File: src/rtl/tmr_busif_pkg.sv
package tmr_busif_pkg;

   localparam int CNT_W  = 16;
   localparam int BYTE_W = 8;

   typedef enum logic [1:0] {
      ACC_FREEZE = 2'd0,
      ACC_LO     = 2'd1,
      ACC_HI     = 2'd2,
      ACC_WORD   = 2'd3
   } acc_e;

   typedef enum logic [1:0] {
      FRZ_NONE = 2'd0,
      FRZ_LO   = 2'd1,
      FRZ_HI   = 2'd2,
      FRZ_WORD = 2'd3
   } frz_e;

   typedef struct packed {
      logic       cfg;
      logic       cnt_frz;
      logic       st_frz;
      acc_e       acc;
      logic [2:0] mode;
      logic       bcd;
   } chan_cmd_t;

   function automatic frz_e frz_of(acc_e a);
      case (a)
         ACC_HI:   return FRZ_HI;
         ACC_WORD: return FRZ_WORD;
         default:  return FRZ_LO;
      endcase
   endfunction

endpackage

File: src/rtl/tmr_busif_decode.sv
module tmr_busif_decode
   import tmr_busif_pkg::*;
#(
   parameter int NCH = 3
) (
   input  logic                  bus_wr,
   input  logic                  bus_rd,
   input  logic [1:0]            bus_addr,
   input  logic [BYTE_W-1:0]     bus_wdata,
   output chan_cmd_t [NCH-1:0]   cmd,
   output logic [NCH-1:0]        cnt_wr,
   output logic [NCH-1:0]        cnt_rd
);

   localparam logic [1:0] CTRL_PORT = 2'd3;

   logic       ctl_wr;
   logic       multi;
   logic [1:0] sel;
   acc_e       acc;

   assign ctl_wr = bus_wr && (bus_addr == CTRL_PORT);
   assign sel    = bus_wdata[7:6];
   assign multi  = (sel == 2'd3);
   assign acc    = acc_e'(bus_wdata[5:4]);

   for (genvar c = 0; c < NCH; c++) begin : g_ch
      logic hit;
      logic pick;
      assign hit  = ctl_wr && !multi && (sel == 2'(c));
      assign pick = ctl_wr && multi && bus_wdata[c+1];

      assign cmd[c].cfg     = hit && (acc != ACC_FREEZE);
      assign cmd[c].cnt_frz = (hit && (acc == ACC_FREEZE)) || (pick && !bus_wdata[5]);
      assign cmd[c].st_frz  = pick && !bus_wdata[4];
      assign cmd[c].acc     = acc;
      assign cmd[c].mode    = bus_wdata[3:1];
      assign cmd[c].bcd     = bus_wdata[0];

      assign cnt_wr[c] = bus_wr && (bus_addr == 2'(c));
      assign cnt_rd[c] = bus_rd && (bus_addr == 2'(c));
   end

endmodule

File: src/rtl/tmr_busif_chan.sv
module tmr_busif_chan
   import tmr_busif_pkg::*;
(
   input  logic              clk,
   input  logic              rst_n,
   input  chan_cmd_t         cmd,
   input  logic              cnt_wr,
   input  logic              cnt_rd,
   input  logic [BYTE_W-1:0] wdata,
   input  logic [CNT_W-1:0]  live,
   input  logic              out_lvl,
   input  logic              xfer,
   output logic [BYTE_W-1:0] rbyte,
   output logic              load,
   output logic [CNT_W-1:0]  load_val,
   output logic              cfg,
   output logic [2:0]        mode,
   output logic              bcd
);

   acc_e              acc_q;
   logic [2:0]        mode_q;
   logic              bcd_q;
   logic              wr_hi_q;
   logic              rd_hi_q;
   logic [BYTE_W-1:0] wlo_q;
   frz_e              frz_q;
   logic [CNT_W-1:0]  frz_val_q;
   logic              st_v_q;
   logic [BYTE_W-1:0] st_q;
   logic              pend_q;
   logic              load_q;
   logic [CNT_W-1:0]  load_val_q;
   logic              cfg_q;

   logic              do_load;
   logic [CNT_W-1:0]  nxt_val;

   // assemble the count from the bytes written so far
   always_comb begin
      do_load = 1'b0;
      nxt_val = '0;
      if (cnt_wr) begin
         case (acc_q)
            ACC_HI: begin
               do_load = 1'b1;
               nxt_val = {wdata, 8'h00};
            end
            ACC_WORD: begin
               do_load = wr_hi_q;
               nxt_val = {wdata, wlo_q};
            end
            default: begin
               do_load = 1'b1;
               nxt_val = {8'h00, wdata};
            end
         endcase
      end
   end

   // byte offered to the bus: status, then frozen count, then live count
   always_comb begin
      if (st_v_q) begin
         rbyte = st_q;
      end else begin
         case (frz_q)
            FRZ_LO, FRZ_WORD: rbyte = frz_val_q[7:0];
            FRZ_HI:           rbyte = frz_val_q[15:8];
            default: begin
               if (acc_q == ACC_HI || (acc_q == ACC_WORD && rd_hi_q))
                  rbyte = live[15:8];
               else
                  rbyte = live[7:0];
            end
         endcase
      end
   end

   always_ff @(posedge clk) begin
      if (!rst_n) begin
         acc_q      <= ACC_LO;
         mode_q     <= '0;
         bcd_q      <= 1'b0;
         wr_hi_q    <= 1'b0;
         rd_hi_q    <= 1'b0;
         wlo_q      <= '0;
         frz_q      <= FRZ_NONE;
         frz_val_q  <= '0;
         st_v_q     <= 1'b0;
         st_q       <= '0;
         pend_q     <= 1'b0;
         load_q     <= 1'b0;
         load_val_q <= '0;
         cfg_q      <= 1'b0;
      end else begin
         load_q <= do_load;
         cfg_q  <= cmd.cfg;
         if (do_load) load_val_q <= nxt_val;

         if (cmd.cfg) begin
            acc_q   <= cmd.acc;
            mode_q  <= cmd.mode;
            bcd_q   <= cmd.bcd;
            wr_hi_q <= 1'b0;
            rd_hi_q <= 1'b0;
         end else if (cnt_wr && acc_q == ACC_WORD) begin
            wr_hi_q <= ~wr_hi_q;
            if (!wr_hi_q) wlo_q <= wdata;
         end else if (cnt_rd && !st_v_q && frz_q == FRZ_NONE && acc_q == ACC_WORD) begin
            rd_hi_q <= ~rd_hi_q;
         end

         if (cmd.cnt_frz && frz_q == FRZ_NONE) begin
            frz_q     <= frz_of(acc_q);
            frz_val_q <= live;
         end else if (cnt_rd && !st_v_q) begin
            frz_q <= (frz_q == FRZ_WORD) ? FRZ_HI : FRZ_NONE;
         end

         if (cmd.st_frz && !st_v_q) begin
            st_v_q <= 1'b1;
            st_q   <= {out_lvl, pend_q, acc_q, mode_q, bcd_q};
         end else if (cnt_rd) begin
            st_v_q <= 1'b0;
         end

         if (do_load)   pend_q <= 1'b1;
         else if (xfer) pend_q <= 1'b0;
      end
   end

   assign load     = load_q;
   assign load_val = load_val_q;
   assign cfg      = cfg_q;
   assign mode     = mode_q;
   assign bcd      = bcd_q;

endmodule

File: src/rtl/tmr_busif.sv
module tmr_busif
   import tmr_busif_pkg::*;
#(
   parameter int NCH = 3
) (
   input  logic               clk,
   input  logic               rst_n,
   input  logic               bus_wr,
   input  logic               bus_rd,
   input  logic [1:0]         bus_addr,
   input  logic [7:0]         bus_wdata,
   output logic [7:0]         bus_rdata,
   output logic [NCH-1:0]     ch_load,
   output logic [NCH*16-1:0]  ch_load_val,
   output logic [NCH-1:0]     ch_cfg,
   output logic [NCH*3-1:0]   ch_mode,
   output logic [NCH-1:0]     ch_bcd,
   input  logic [NCH*16-1:0]  ch_live,
   input  logic [NCH-1:0]     ch_out,
   input  logic [NCH-1:0]     ch_xfer
);

   if (NCH < 1 || NCH > 3) begin : g_bad_nch
      $error("tmr_busif: NCH must be 1..3, the control port occupies address 3");
   end

   chan_cmd_t [NCH-1:0] cmd;
   logic [NCH-1:0]      cnt_wr;
   logic [NCH-1:0]      cnt_rd;
   logic [7:0]          rbyte [NCH];

   tmr_busif_decode #(.NCH(NCH)) u_dec (
      .bus_wr    (bus_wr),
      .bus_rd    (bus_rd),
      .bus_addr  (bus_addr),
      .bus_wdata (bus_wdata),
      .cmd       (cmd),
      .cnt_wr    (cnt_wr),
      .cnt_rd    (cnt_rd)
   );

   for (genvar c = 0; c < NCH; c++) begin : g_chan
      tmr_busif_chan u_chan (
         .clk      (clk),
         .rst_n    (rst_n),
         .cmd      (cmd[c]),
         .cnt_wr   (cnt_wr[c]),
         .cnt_rd   (cnt_rd[c]),
         .wdata    (bus_wdata),
         .live     (ch_live[c*CNT_W +: CNT_W]),
         .out_lvl  (ch_out[c]),
         .xfer     (ch_xfer[c]),
         .rbyte    (rbyte[c]),
         .load     (ch_load[c]),
         .load_val (ch_load_val[c*CNT_W +: CNT_W]),
         .cfg      (ch_cfg[c]),
         .mode     (ch_mode[c*3 +: 3]),
         .bcd      (ch_bcd[c])
      );
   end

   always_comb begin
      bus_rdata = '0;
      for (int c = 0; c < NCH; c++) begin
         if (bus_addr == 2'(c)) bus_rdata = rbyte[c];
      end
   end

endmodule

File: config.mk
export PLATFORM = sky130hd
export DESIGN_NAME = tmr_busif
export DESIGN_NICKNAME = d
export VERILOG_FILES = /design/src/rtl/tmr_busif_pkg.sv /design/src/rtl/tmr_busif_decode.sv /design/src/rtl/tmr_busif_chan.sv /design/src/rtl/tmr_busif.sv
export SDC_FILE = /design/constraint.sdc
export NUM_CORES = 1
export LEC_CHECK = 0
export BUFFER_PORTS_ARGS = -buffer_cell sky130_fd_sc_hd__clkbuf_2
export CAP_MARGIN = 20
export CELL_PAD_IN_SITES_DETAIL_PLACEMENT = 1
export CELL_PAD_IN_SITES_GLOBAL_PLACEMENT = 1
export CORE_UTILIZATION = 43
export DETAILED_ROUTE_END_ITERATION = 7
export GPL_TIMING_DRIVEN = 0
export PLACE_DENSITY_LB_ADDON = 0.15
export SLEW_MARGIN = 20
export SYNTH_ARGS = -nofsm -noshare
export SYNTH_HDL_FRONTEND = slang
export SYNTH_SLANG_ARGS = --single-unit
File: constraint.sdc
create_clock -name clk -period 1.8 [get_ports clk]
set_clock_uncertainty 0.05 [all_clocks]
set_input_delay 0.18 -clock clk [delete_from_list [all_inputs] [get_ports clk]]
set_output_delay 0.18 -clock clk [all_outputs]
set_load 0.005 [all_outputs]
Yosys cells after proc, flatten, opt, wreduce, memory -nomap -nowiden

Index checks and enable logic that the tools add are counted.

Register bits after elaboration: 186
Bits in latches: 0
Bits in writable memories: 0
Bits in read-only memories: 0
Input port bits: 68
Output and inout bits: 74
Word-level logic and storage cells: 212
Memories: 0

$add $sub $neg: 0
Multiply operators: 0
Divide/modulo/power cells: 0
Order comparisons: 0
Eq/ne operators: 21
Shift operators: 0
Mux-type cells: 48
Bitwise operators: 13
Reductions and logical operators: 88

Operators by type and width:

| operator                                      | number |
|---|---|
| one-hot mux 16 bit (2 select lines)           | 3 |
| 2-to-1 mux 8 bit                              | 9 |
| logical AND 1 bit                             | 48 |
| 2-to-1 mux 16 bit                             | 3 |
| one-hot mux 8 bit (2 select lines)            | 3 |
| == test 2 bit, second input constant          | 16 |
| nonzero test 2 bit                            | 10 |
| 2-to-1 mux 1 bit                              | 18 |
| 2-to-1 mux 2 bit                              | 9 |
| inverter 1 bit                                | 13 |
| zero test 2 bit                               | 6 |
| one-hot mux 2 bit (2 select lines)            | 3 |
| OR reduction 2 bit                            | 6 |
| == test 2 x 1 -> 1 bit, second input constant | 5 |
| AND reduction 3 bit                           | 3 |
| zero test 1 bit                               | 6 |
| logical OR 1 bit                              | 6 |
| AND reduction 2 bit                           | 3 |

Logic depth before layout (Yosys ltp)

Gate-level depths: netlist of run 1.

Word-level depth: 9
Depth in mapped cells: 8
Gate-level depth less buffers: 5

By module

From an unflattened synthesis of run 1, not the netlist that was laid out.

Cell total of the unflattened synthesis: 1098
Area total of the unflattened synthesis: 9292.7 µm²

Modules (own cells, without submodules):

| module           | times used | cells each | area an instance (µm²) |
|---|---|---|---|
| tmr_busif_chan   | 3          | 344        | 2924.1 |
| tmr_busif_decode | 1          | 46         | 322.8 |
| tmr_busif        | 1          | 20         | 197.7 |

Worst setup path before layout of run 1

No wires, ideal clock.

Path kind: reg-to-reg
From: register g_chan[2].u_chan.frz_q[0]
To: register g_chan[2].u_chan.frz_val_q[10]
Setup time: 116 ps
Data arrival time: 1491 ps
Data required time: 1634 ps
Path slack: 143 ps
Cell stages (with the launch flop): 8
Path buffers: 3
Cells stage by stage: dfxtp_1 -> buf_2 -> nor2_2 -> nor4b_2 -> buf_4 -> buf_6 -> mux2i_1 -> nor2b_1

Longest elaborated chain between the ends: 2

Ends and longest elaborated chain:

| element                | line                  | text |
|---|---|---|
| start, declared        | tmr_busif_chan.sv:27  | `frz_e frz_q;` |
| start signal, assigned | tmr_busif_chan.sv:114 | `frz_q <= frz_of(acc_q);` |
| start signal, assigned | tmr_busif_chan.sv:117 | `frz_q <= (frz_q == FRZ_WORD) ? FRZ_HI : FRZ_NONE;` |
| zero test 2 bit        | tmr_busif_chan.sv:113 | `if (cmd.cnt_frz && frz_q == FRZ_NONE) begin` |
| logical AND 1 bit      | tmr_busif_chan.sv:113 |  |
| end signal, assigned   | tmr_busif_chan.sv:115 | `frz_val_q <= live;` |
| end, declared          | tmr_busif_chan.sv:28  | `logic [CNT_W-1:0] frz_val_q;` |

Every way passes these cells.
A chain may end at the register's enable or synchronous reset.

Final worst setup path of run 1

From: register g_chan[1].u_chan.rd_hi_q
To: output port bus_rdata[0]

Longest elaborated chain between the ends: 7

Ends and longest elaborated chain:

| element                            | line                  | text |
|---|---|---|
| start, declared                    | tmr_busif_chan.sv:25  | `logic rd_hi_q;` |
| start signal, assigned             | tmr_busif_chan.sv:110 | `rd_hi_q <= ~rd_hi_q;` |
| logical AND 1 bit                  | tmr_busif_chan.sv:70  | `if (acc_q == ACC_HI \|\| (acc_q == ACC_WORD && rd_hi_q))` |
| logical OR 1 bit                   | tmr_busif_chan.sv:70  |  |
| 2-to-1 mux 8 bit                   | tmr_busif_chan.sv:70  |  |
| one-hot mux 8 bit (2 select lines) | tmr_busif_chan.sv:66  | `case (frz_q)` |
| 2-to-1 mux 8 bit                   | tmr_busif_chan.sv:63  | `if (st_v_q) begin` |
| 2-to-1 mux 8 bit (2 in a row)      | tmr_busif.sv:65       | `if (bus_addr == 2'(c)) bus_rdata = rbyte[c];` |
| end, declared                      | tmr_busif.sv:12       | `output logic [7:0] bus_rdata,` |

Every way passes these cells.

==> reports/metrics.csv, run 1 <==
metric;value;unit
TritonCTS clock tree;done;
final period utilization;1.25;
ys async rst share;0;
largest net degree at the start of global routing;19;
Worst Path Arrival;2.01;ns
GPL Wtd Cong;0.840;
Worst IR Drop VDD;698;uV
die area;0.0204;mm2
layout cell share with drive strength beyond 1;0.257;
Finished Core Util;0.577;
Syn Nets;1023;
Synth Area per Inst;8.91;um2
GRT Overall Usage;0.311;
Avg WL per Cell;21.7;um
Final Hold Vio Count;0;
DRT Wirelength;31500;um
Synth-to-Final Area Change;31.8;%
number of remaining DRC errors;0;
CTS sink count;186;
Min Hold Slack;0.000411;ns
worst skew pair latency;0.44;ns
starting DRC count in detailed routing;537;
Via density;5.67;
fmax;0.445;GHz
failing checks;setup timing;
Core Box Area;0.0195;mm2
CTS Buf Count;17;
Vias;8231;
Initial Utilization;0.437;
Yosys cell types;54;
Yosys warning total;0;
pre-CTS WS;-0.503;ns
Ant. Diodes;0;
Max Cap Viol;0;
H-tree depth;4;
final setup margin;-0.445;ns
CP max FO;8;
fin cells;1451;
Root Buffer;clkbuf_16;
element type at the critical path start;register;
Syn Inst Count;955;
Fillers;2250;
Bufs on Longest Clock Path;2;
hpwl dp;20500;um
RSZ-0062 raised after global routing;yes;
Tmin final;2.24;ns
Finish-stage setup viols;8;
Nets;1241;
Yosys top cell area share;0.437;
post-route ant nets;0;
I/O Pins;142;
Req. time, crit path;1.57;ns
number of buffers added on ports;138;
first-pass GRT wire length;47800;um
post-synth top area cell;dfxtp_1;
Setup TNS;-3.32;ns
largest cells by area after synthesis;dfxtp_1, mux2i_1, nor2b_1;
Top FF cell, synth;dfxtp_1;
dominant cell by count in the synthesized netlist;dfxtp_1;
Remaining Overflow, GRT;0;
Slew @ Worst Pin;0.800;ns
vias in the first global route;8434;
drt pass-1 iters;5;
CP Class;register to output pin;
Die Span X;143;um
FP Rows;51;
Post-synth EDFFs;0;
outcome;finished, violations left;
sequential-to-total area share from yosys stat;0.437;
CTS clock-pin slew for the worst setup and hold paths;0.07;ns
Die H;143;um
kind of end point of the critical path;output pin;
Slew Viols, Final;0;
antenna violations before repair;0;
LEAKAGE;4.40;nW
Yosys reg bits;186;
Commonest cells post-synth;dfxtp_1, nand2_1, mux2i_1;
min-delay worst type;primary input to register;
synthesized area;0.00851;mm2
power per cell area;789;mW/mm2
slew margin rel.;0.467;
placed cell count;1358;
[layout by cell type (no fill, tap or decap), types with 4 or more instances in the layout]
master,n
buf_6,8
a221oi_1,18
inv_6,6
nor2b_1,69
nand2_1,89
dfxtp_2,7
dfxtp_1,176
buf_4,24
nor3b_1,9
buf_12,5
a21oi_1,21
buf_2,14
nand2b_1,4
nor2_4,5
a211oi_2,6
clkbuf_1,31
and3_1,12
a211o_1,20
clkbuf_4,6
o21ai_1,46
xor2_1,4
mux2i_4,5
and2_1,6
nor2_1,36
o21ai_0,13
mux2i_1,72
a31oi_2,5
clkbuf_16,19
a21boi_1,29
o211ai_1,5
a311oi_2,6
nand4_1,11
buf_1,5
inv_1,23
o211a_1,18
nand3_1,71
a22o_1,14
clkbuf_2,148
dlygate4sd3_1,50
[where the power goes]
group | switching, mW | total (mW) | internal (mW)
registers | 0.0344 | 4.19 | 4.16
clock network | 1.87 | 3.83 | 1.96
logic | 0.477 | 0.829 | 0.352
total | 2.38 | 8.85 | 6.47
[sequential cells by signal, indices dropped and copies added, names as in the netlist]
name / count
g_chan.u_chan.rd_hi_q: 3
g_chan.u_chan.st_q: 24
g_chan.u_chan.load: 3
g_chan.u_chan.mode: 9
g_chan.u_chan.load_val: 48
g_chan.u_chan.cfg: 3
g_chan.u_chan.st_v_q: 3
g_chan.u_chan.pend_q: 3
g_chan.u_chan.bcd: 3
g_chan.u_chan.frz_q: 6
g_chan.u_chan.acc_q: 6
g_chan.u_chan.wr_hi_q: 3
g_chan.u_chan.wlo_q: 24
g_chan.u_chan.frz_val_q: 48
[logic make-up (layout without fill, tap and decap cells)]
| kind of cell | count (synthesis) | in the layout | synth area share |
|---|---|---|---|
| buf+inv | 119 | 350 | 0.0623 |
| flops | 186 | 186 | 0.437 |
| compound gates | 228 | 228 | 0.192 |
| mux | 80 | 80 | 0.0941 |
| xor+xnor | 6 | 6 | 0.00617 |
| simple gates | 336 | 336 | 0.208 |
[per-stage QoR]
stage                     total power [mW]  area [um2]
after floorplan                       4.63        8510
after global placement                4.96        9540
after detailed placement              4.96        9540
after CTS                             8.82       11000
after global routing                  9.08       11200
final                                 8.85       11200
[per-layer routing]
layer  wire length [um]  up-vias  track usage
met1              14000     4109        0.403
met5                  0        -            0
met2              15100      254        0.517
met3               1620       58       0.0506
met4                698        0        0.121
li1                   -     3810            -
[layout make-up]
| type | count | area (um2) | area share |
|---|---|---|---|
| Sequential cell | 186 | 3740 | 0.334 |
| Clock inverter | 15 | 153 | 0.0136 |
| Tap cell | 265 | 332 | 0.0295 |
| Clock buffer | 17 | 425 | 0.0379 |
| Buffer | 85 | 488 | 0.0435 |
| Timing Repair Buffer | 208 | 1420 | 0.127 |
| Inverter | 25 | 93.8 | 0.00836 |
| Multi-Input combinational cell | 650 | 4560 | 0.407 |
[final timing paths]
| kind | start | end | slack, ns | depth (start not counted) |
|---|---|---|---|---|
| worst min register to register | g_chan[2].u_chan.load_val[9] | g_chan[2].u_chan.load_val[9] | 0.41 | 2 |
| worst max-delay path | g_chan[1].u_chan.rd_hi_q | bus_rdata[0] | -0.44 | 7 |
| worst min-delay path | ch_out[0] | g_chan[0].u_chan.st_q[7] | 0.0004 | 3 |
| worst max register to register | g_chan[2].u_chan.frz_q[0] | g_chan[2].u_chan.frz_val_q[1] | 0.02 | 8 |
[worst max-delay path, stage by stage, from the launching register on]
cell	delay (ns)
dfxtp_2	0.35
inv_1	0.07
a21oi_4	0.17
buf_12	0.17
mux2i_4	0.24
o21ai_2	0.09
a211o_1	0.35
clkbuf_2	0.13
[timing repair]
item                       in CTS  in global routing
pin swaps                      13                  9
hold endpoints to repair       50                  0
setup endpoints to repair     102                 76
hold buffers                   50                  0
buffers inserted               12                  7
resized for setup              75                 38
gates cloned                    0                  1
(Power assumes the default switching activity.)
==> run 2, diff against run 1 <==
- ABC_CLOCK_PERIOD_IN_PS: default -> 1800
- SYNTH_HIERARCHICAL: default -> 1
==> reports/metrics.csv, run 2 <==
metric;value;unit;change
LEAKAGE;4.75;nW;was 4.40 nW
number of buffers added on ports;141;;was 138
Finish-stage setup viols;18;;was 8
Tmin final;2.25;ns;was 2.24 ns
Yosys top cell area share;0.401;;was 0.437
Synth Area per Inst;8.46;um2;was 8.91 um2
post-route cell area;0.0123;mm2;was 0.0112 mm2
Yosys reg bits;186;;unchanged
r2r setup slk;0.09;ns;was 0.02 ns
Min-Delay Endpoint;g_chan[1].u_chan/pend_q;;was g_chan[0].u_chan.st_q[7]
Syn Inst Count;1098;;was 955
Avg WL per Cell;21.5;um;was 21.7 um
CTS Buf Count;17;;unchanged
power per cell area;727;mW/mm2;was 789 mW/mm2
min-delay worst type;primary input to register;;unchanged
hpwl dp;22100;um;was 20500 um
starting DRC count in detailed routing;542;;was 537
antenna violations before repair;0;;unchanged
Synth-to-Final Area Change;32.4;%;was 31.8%
Final Hold Vio Count;0;;unchanged
final period utilization;1.25;;about the same
CP Class;register to output pin;;unchanged
largest net degree at the start of global routing;22;;was 19
die area;0.0222;mm2;was 0.0204 mm2
fmax;0.444;GHz;was 0.445 GHz
slew margin rel.;0.594;;was 0.467
CTS clock-pin slew for the worst setup and hold paths;0.08;ns;was 0.07 ns
Worst Hold Depth;3;;unchanged
Bufs on Longest Clock Path;2;;unchanged
CP max FO;5;;was 8
Max Cap Viol;0;;unchanged
DRT Wirelength;34600;um;was 31500 um
Die Span X;149;um;was 143 um
Post-synth EDFFs;0;;unchanged
TritonCTS clock tree;done;;unchanged
RSZ-0062 raised after global routing;yes;;unchanged
Yosys cell types;48;;was 54
H-tree depth;4;;unchanged
drt pass-1 iters;5;;unchanged
Vias;9440;;was 8231
Commonest cells post-synth;dfxtp_1, nand2_1, a21boi_0;;was dfxtp_1, nand2_1, mux2i_1
Yosys warning total;6;;was 0
Worst IR Drop VDD;530;uV;was 698 uV
Core Box Area;0.0211;mm2;was 0.0195 mm2
Die H;149;um;was 143 um
FF-to-FF path depth;6;;was 8
number of remaining DRC errors;0;;unchanged
dominant cell by count in the synthesized netlist;dfxtp_1;;unchanged
Initial Utilization;0.441;;was 0.437
Worst Path Arrival;2.02;ns;was 2.01 ns
vias in the first global route;9687;;was 8434
Via density;5.87;;was 5.67
post-route ant nets;0;;unchanged
total power;8.95;mW;was 8.85 mW
RR Startpoint;g_chan[0].u_chan/acc_q[0];;was g_chan[2].u_chan.frz_q[0]
worst skew pair latency;0.44;ns;about the same
Top FF cell, synth;dfxtp_1;;unchanged
kind of end point of the critical path;output pin;;unchanged
most common cell after layout, fill and taps aside;dfxtp_1;;unchanged
R2R Path End;g_chan[0].u_chan/load_val[1];;was g_chan[2].u_chan.frz_val_q[1]
placed instance area;0.0103;mm2;was 0.00954 mm2
synthesized area;0.00929;mm2;was 0.00851 mm2
Ant. Diodes;0;;unchanged
outcome;finished, violations left;;unchanged
FP Rows;53;;was 51
ys async rst share;0;;unchanged
highest-count cells in the layout ignoring fill and taps;dfxtp_1, nand2_1, clkbuf_2;;was dfxtp_1, clkbuf_2, nand2_1
Syn Nets;1166;;was 1023
sequential-to-total area share from yosys stat;0.401;;was 0.437
Slew Viols, Final;0;;unchanged
Req. time, crit path;1.57;ns;about the same
largest cells by area after synthesis;dfxtp_1, a21boi_0, nand2_1;;was dfxtp_1, mux2i_1, nor2b_1
GPL Wtd Cong;0.874;;was 0.840
Slew @ Worst Pin;0.606;ns;was 0.800 ns
failing checks;setup timing;;unchanged
Remaining Overflow, GRT;0;;unchanged
Root Buffer;clkbuf_16;;unchanged
CTS sink count;186;;unchanged
final setup margin;-0.452;ns;was -0.445 ns
Nets;1389;;was 1241
first-pass GRT wire length;52000;um;was 47800 um
GRT Overall Usage;0.303;;was 0.311
layout cell share with drive strength beyond 1;0.262;;was 0.257
I/O Pins;142;;unchanged
hold path start;ch_xfer[1];;was ch_out[0]
element type at the critical path start;register;;unchanged
post-synth top area cell;dfxtp_1;;unchanged
==> run 2: metrics by stage <==
step | setup WS [ns] | util | TNS [ns] | hold slack (ns) | cells
after detailed placement | -0.843 | 0.491 | -51.94 | 0.383 | 1514
after CTS | -0.428 | 0.571 | -3.19 | 0.00454 | 1603
after global routing | -0.518 | 0.583 | -4.49 | 0.0322 | 1609
after floorplan | 0.00422 | - | 0 | 0.265 | 1098
final | -0.452 | 0.583 | -3.84 | 0.0171 | 1609
after global placement | -0.818 | 0.491 | -48.83 | 0.373 | 1514
==> run 2: critical path, stage by stage, from the launching register on <==
cell and delay, ns:
dfxtp_4 0.37, nor2_4 0.16, buf_2 0.20, o211ai_1 0.12, a32oi_1 0.29, mux2i_1 0.14
o2bb2ai_2 0.17, clkbuf_2 0.14
==> run 2: what timing repair did <==
item	CTS	global route
hold buffers	52	0
hold endpoints to repair	52	0
resized for setup	129	50
gates cloned	0	2
pin swaps	31	33
buffers inserted	9	10
setup endpoints to repair	55	51
==> run 2: layer usage <==
metal | global-route usage | up-vias | wire (um)
li1 | - | 4374 | -
met1 | 0.388 | 4638 | 14700
met2 | 0.508 | 362 | 16900
met3 | 0.0486 | 66 | 2030
met4 | 0.117 | 0 | 937
met5 | 0 | - | 0
==> run 2: cell families (layout without fill, tap and decap cells) <==
logic type / Yosys count / count (layout) / share of synthesized area
AO/OA/AOI/OAI: 323 / 323 / 0.265
XOR/XNOR: 3 / 3 / 0.00283
buffers and inverters: 173 / 409 / 0.0868
flip-flops: 186 / 186 / 0.401
multiplexers: 26 / 26 / 0.0280
AND/OR/NAND/NOR: 387 / 387 / 0.216
==> run 2: final cells by class <==
| cell class | instances | area (um2) |
|---|---|---|
| clock buffers | 17 | 425 |
| fillers | 2507 | 8790 |
| flip-flops and latches | 186 | 3740 |
| inverters | 56 | 215 |
| clock inverters | 15 | 178 |
| multi-input cells | 739 | 5220 |
| repair buffers | 214 | 1430 |
| well taps | 275 | 344 |
| plain buffers | 107 | 746 |
==> run 2: worst max path at each step <==
stage | startpoint | endpoint | slack, ns | depth (start not counted)
floorplan | bus_wdata[6] | g_chan[0].u_chan/frz_val_q[10] | 0.004 | 7
detailed placement | bus_wdata[4] | g_chan[1].u_chan/frz_val_q[6] | -0.84 | 8
global route | g_chan[1].u_chan/frz_q[0] | bus_rdata[6] | -0.52 | 7
CTS | g_chan[1].u_chan/acc_q[0] | bus_rdata[6] | -0.43 | 8
finish | g_chan[1].u_chan/frz_q[0] | bus_rdata[3] | -0.45 | 7
global placement | bus_wdata[4] | g_chan[1].u_chan/frz_val_q[9] | -0.82 | 8
==> run 2: power breakdown <==
group | leakage [nW] | internal (mW) | switching, mW
Clock | 0.289 | 1.99 | 1.89
Combinational | 2.95 | 0.403 | 0.480
Sequential | 1.51 | 4.15 | 0.0296
Total | 4.75 | 6.55 | 2.40
==> run 3, diff against run 2 <==
- BUFFER_PORTS_ARGS: -buffer_cell sky130_fd_sc_hd__clkbuf_2 -> default
- CORE_UTILIZATION: 43 -> 48
- DONT_BUFFER_PORTS: default -> 1
- MAX_ROUTING_LAYER: default -> met4
==> reports/metrics.csv, run 3 (synthesized netlist as in run 2, its figures left out) <==
metric;value;unit;change
total power;9.07;mW;was 8.95 mW
number of buffers added on ports;0;;was 141
starting DRC count in detailed routing;760;;was 542
hpwl dp;21200;um;was 22100 um
r2r setup slk;0;ns;was 0.09 ns
post-route ant nets;0;;unchanged
highest-count cells in the layout ignoring fill and taps;dfxtp_1, nand2_1, a21boi_0;;was dfxtp_1, nand2_1, clkbuf_2
Setup TNS;-4.08;ns;was -3.84 ns
outcome;finished, violations left;;unchanged
TritonCTS clock tree;done;;unchanged
Die Span X;141;um;was 149 um
Synth-to-Final Area Change;29.7;%;was 32.4%
R2R Path End;g_chan[0].u_chan/frz_val_q[9];;was g_chan[0].u_chan/load_val[1]
Bufs on Longest Clock Path;2;;unchanged
Finish-stage setup viols;8;;was 18
fmax;0.397;GHz;was 0.444 GHz
Finished Core Util;0.640;;was 0.583
first-pass GRT wire length;58100;um;was 52000 um
number of remaining DRC errors;0;;unchanged
post-route cell area;0.0121;mm2;was 0.0123 mm2
Worst Hold Depth;3;;unchanged
Nets;1283;;was 1389
Req. time, crit path;1.57;ns;about the same
Max Cap Viol;0;;unchanged
Min-Delay Endpoint;g_chan[1].u_chan/load_val[7];;was g_chan[1].u_chan/pend_q
min-delay worst type;primary input to register;;unchanged
kind of end point of the critical path;output pin;;unchanged
Final Hold Vio Count;0;;unchanged
CTS clock-pin slew for the worst setup and hold paths;0.08;ns;about the same
FF-to-FF path depth;8;;was 6
Tmin final;2.52;ns;was 2.25 ns
largest net degree at the start of global routing;20;;was 22
Worst IR Drop VDD;597;uV;was 530 uV
vias in the first global route;10000;;was 9687
RSZ-0062 raised after global routing;yes;;unchanged
slew margin rel.;0.421;;was 0.594
DRT Wirelength;40900;um;was 34600 um
element type at the critical path start;register;;unchanged
I/O Pins;142;;unchanged
Worst Path Arrival;2.29;ns;was 2.02 ns
final period utilization;1.40;;was 1.25
layout cell share with drive strength beyond 1;0.200;;was 0.262
RR Startpoint;g_chan[0].u_chan/frz_q[0];;was g_chan[0].u_chan/acc_q[0]
Avg WL per Cell;27.5;um;was 21.5 um
Die H;141;um;was 149 um
FP Rows;50;;was 53
Slew Viols, Final;0;;unchanged
Vias;9815;;was 9440
CP max FO;5;;unchanged
H-tree depth;4;;unchanged
GRT Overall Usage;0.397;;was 0.303
Slew @ Worst Pin;0.866;ns;was 0.606 ns
worst skew pair latency;0.44;ns;about the same
placed instance area;0.00962;mm2;was 0.0103 mm2
Remaining Overflow, GRT;0;;unchanged
final setup margin;-0.716;ns;was -0.452 ns
antenna violations before repair;2;;was 0
drt pass-1 iters;5;;unchanged
CTS Buf Count;17;;unchanged
LEAKAGE;4.32;nW;was 4.75 nW
GPL Wtd Cong;0.897;;was 0.874
CTS sink count;186;;unchanged
die area;0.0199;mm2;was 0.0222 mm2
most common cell after layout, fill and taps aside;dfxtp_1;;unchanged
Via density;6.59;;was 5.87
Root Buffer;clkbuf_16;;unchanged
CP Class;register to output pin;;unchanged
failing checks;setup timing;;unchanged
power per cell area;752;mW/mm2;was 727 mW/mm2
hold path start;bus_wdata[7];;was ch_xfer[1]
Initial Utilization;0.493;;was 0.441
Core Box Area;0.0188;mm2;was 0.0211 mm2
## run 3: cell types whose count changed in the layout (fill, tap and decap cells not counted), moves of 4 or more
cell / change
nor2b_1: -5
buf_4: +5
dlygate4sd3_1: +15
clkbuf_4: -6
o2bb2ai_1: -4
clkbuf_2: -128
## run 3: cell type report
| class | count | area, um2 |
|---|---|---|
| sequential | 186 | 3750 |
| clock buffer | 18 | 429 |
| multi-input combinational | 739 | 5320 |
| inverter | 56 | 221 |
| timing repair buffer | 103 | 1040 |
| tap | 260 | 325 |
| buffer | 112 | 782 |
| clock inverter | 14 | 186 |
| fill | 2101 | 6770 |
| antenna | 2 | 5.00 |
## run 3: report_power, final
group	switching, mW	internal (mW)	leakage [nW]
Combinational	0.435	0.359	2.52
Sequential	0.0402	4.15	1.51
Clock	1.85	2.23	0.294
## run 3: worst max-delay path by stage
stage                               from                              to  slack [ns]  cells after the start
2_1_floorplan               bus_wdata[6]  g_chan[0].u_chan/frz_val_q[10]       0.004                      7
6_report       g_chan[1].u_chan/frz_q[0]                    bus_rdata[3]       -0.72                      6
3_5_place_dp   g_chan[0].u_chan/acc_q[1]                    bus_rdata[6]       -0.40                      6
3_3_place_gp   g_chan[1].u_chan/acc_q[1]                    bus_rdata[3]       -0.32                      6
5_1_grt        g_chan[1].u_chan/frz_q[0]                    bus_rdata[3]       -0.71                      6
4_1_cts        g_chan[1].u_chan/frz_q[0]                    bus_rdata[6]       -0.31                      6
## run 3: worst max-delay path, stage by stage (launching register included)
cell and delay (ns):
dfxtp_4 0.39, buf_8 0.14, nor2b_1 0.47, a221oi_2 0.14
a32oi_2 0.32, mux2i_2 0.15, o2bb2ai_2 0.23
## run 3: metal layers
layer / share of wire / vias up / wire (um) / GRT usage
li1: - / 4175 / - / -
met1: 0.38 / 4899 / 15600 / 0.438
met2: 0.49 / 553 / 19900 / 0.664
met3: 0.081 / 188 / 3310 / 0.0917
met4: 0.053 / 0 / 2150 / 0.213
met5: 0 / - / 0 / -
## run 3: timing repair
| action | in CTS | in global routing |
|---|---|---|
| endpoints found under the hold margin | 140 | 0 |
| resized for setup | 153 | 41 |
| gates cloned | 2 | 2 |
| setup buffers | 14 | 18 |
| hold buffers | 67 | 0 |
| pin swaps | 40 | 28 |
| endpoints found under the setup margin | 8 | 36 |
## run 3: stage by stage
stage          worst slack, ns  instances  hold WS [ns]
2_1_floorplan          0.00422       1098         0.265
3_3_place_gp            -0.325       1358         0.268
3_5_place_dp            -0.397       1358         0.275
4_1_cts                 -0.313       1470      0.000828
5_1_grt                 -0.709       1490        0.0165
6_report                -0.716       1490       0.00543
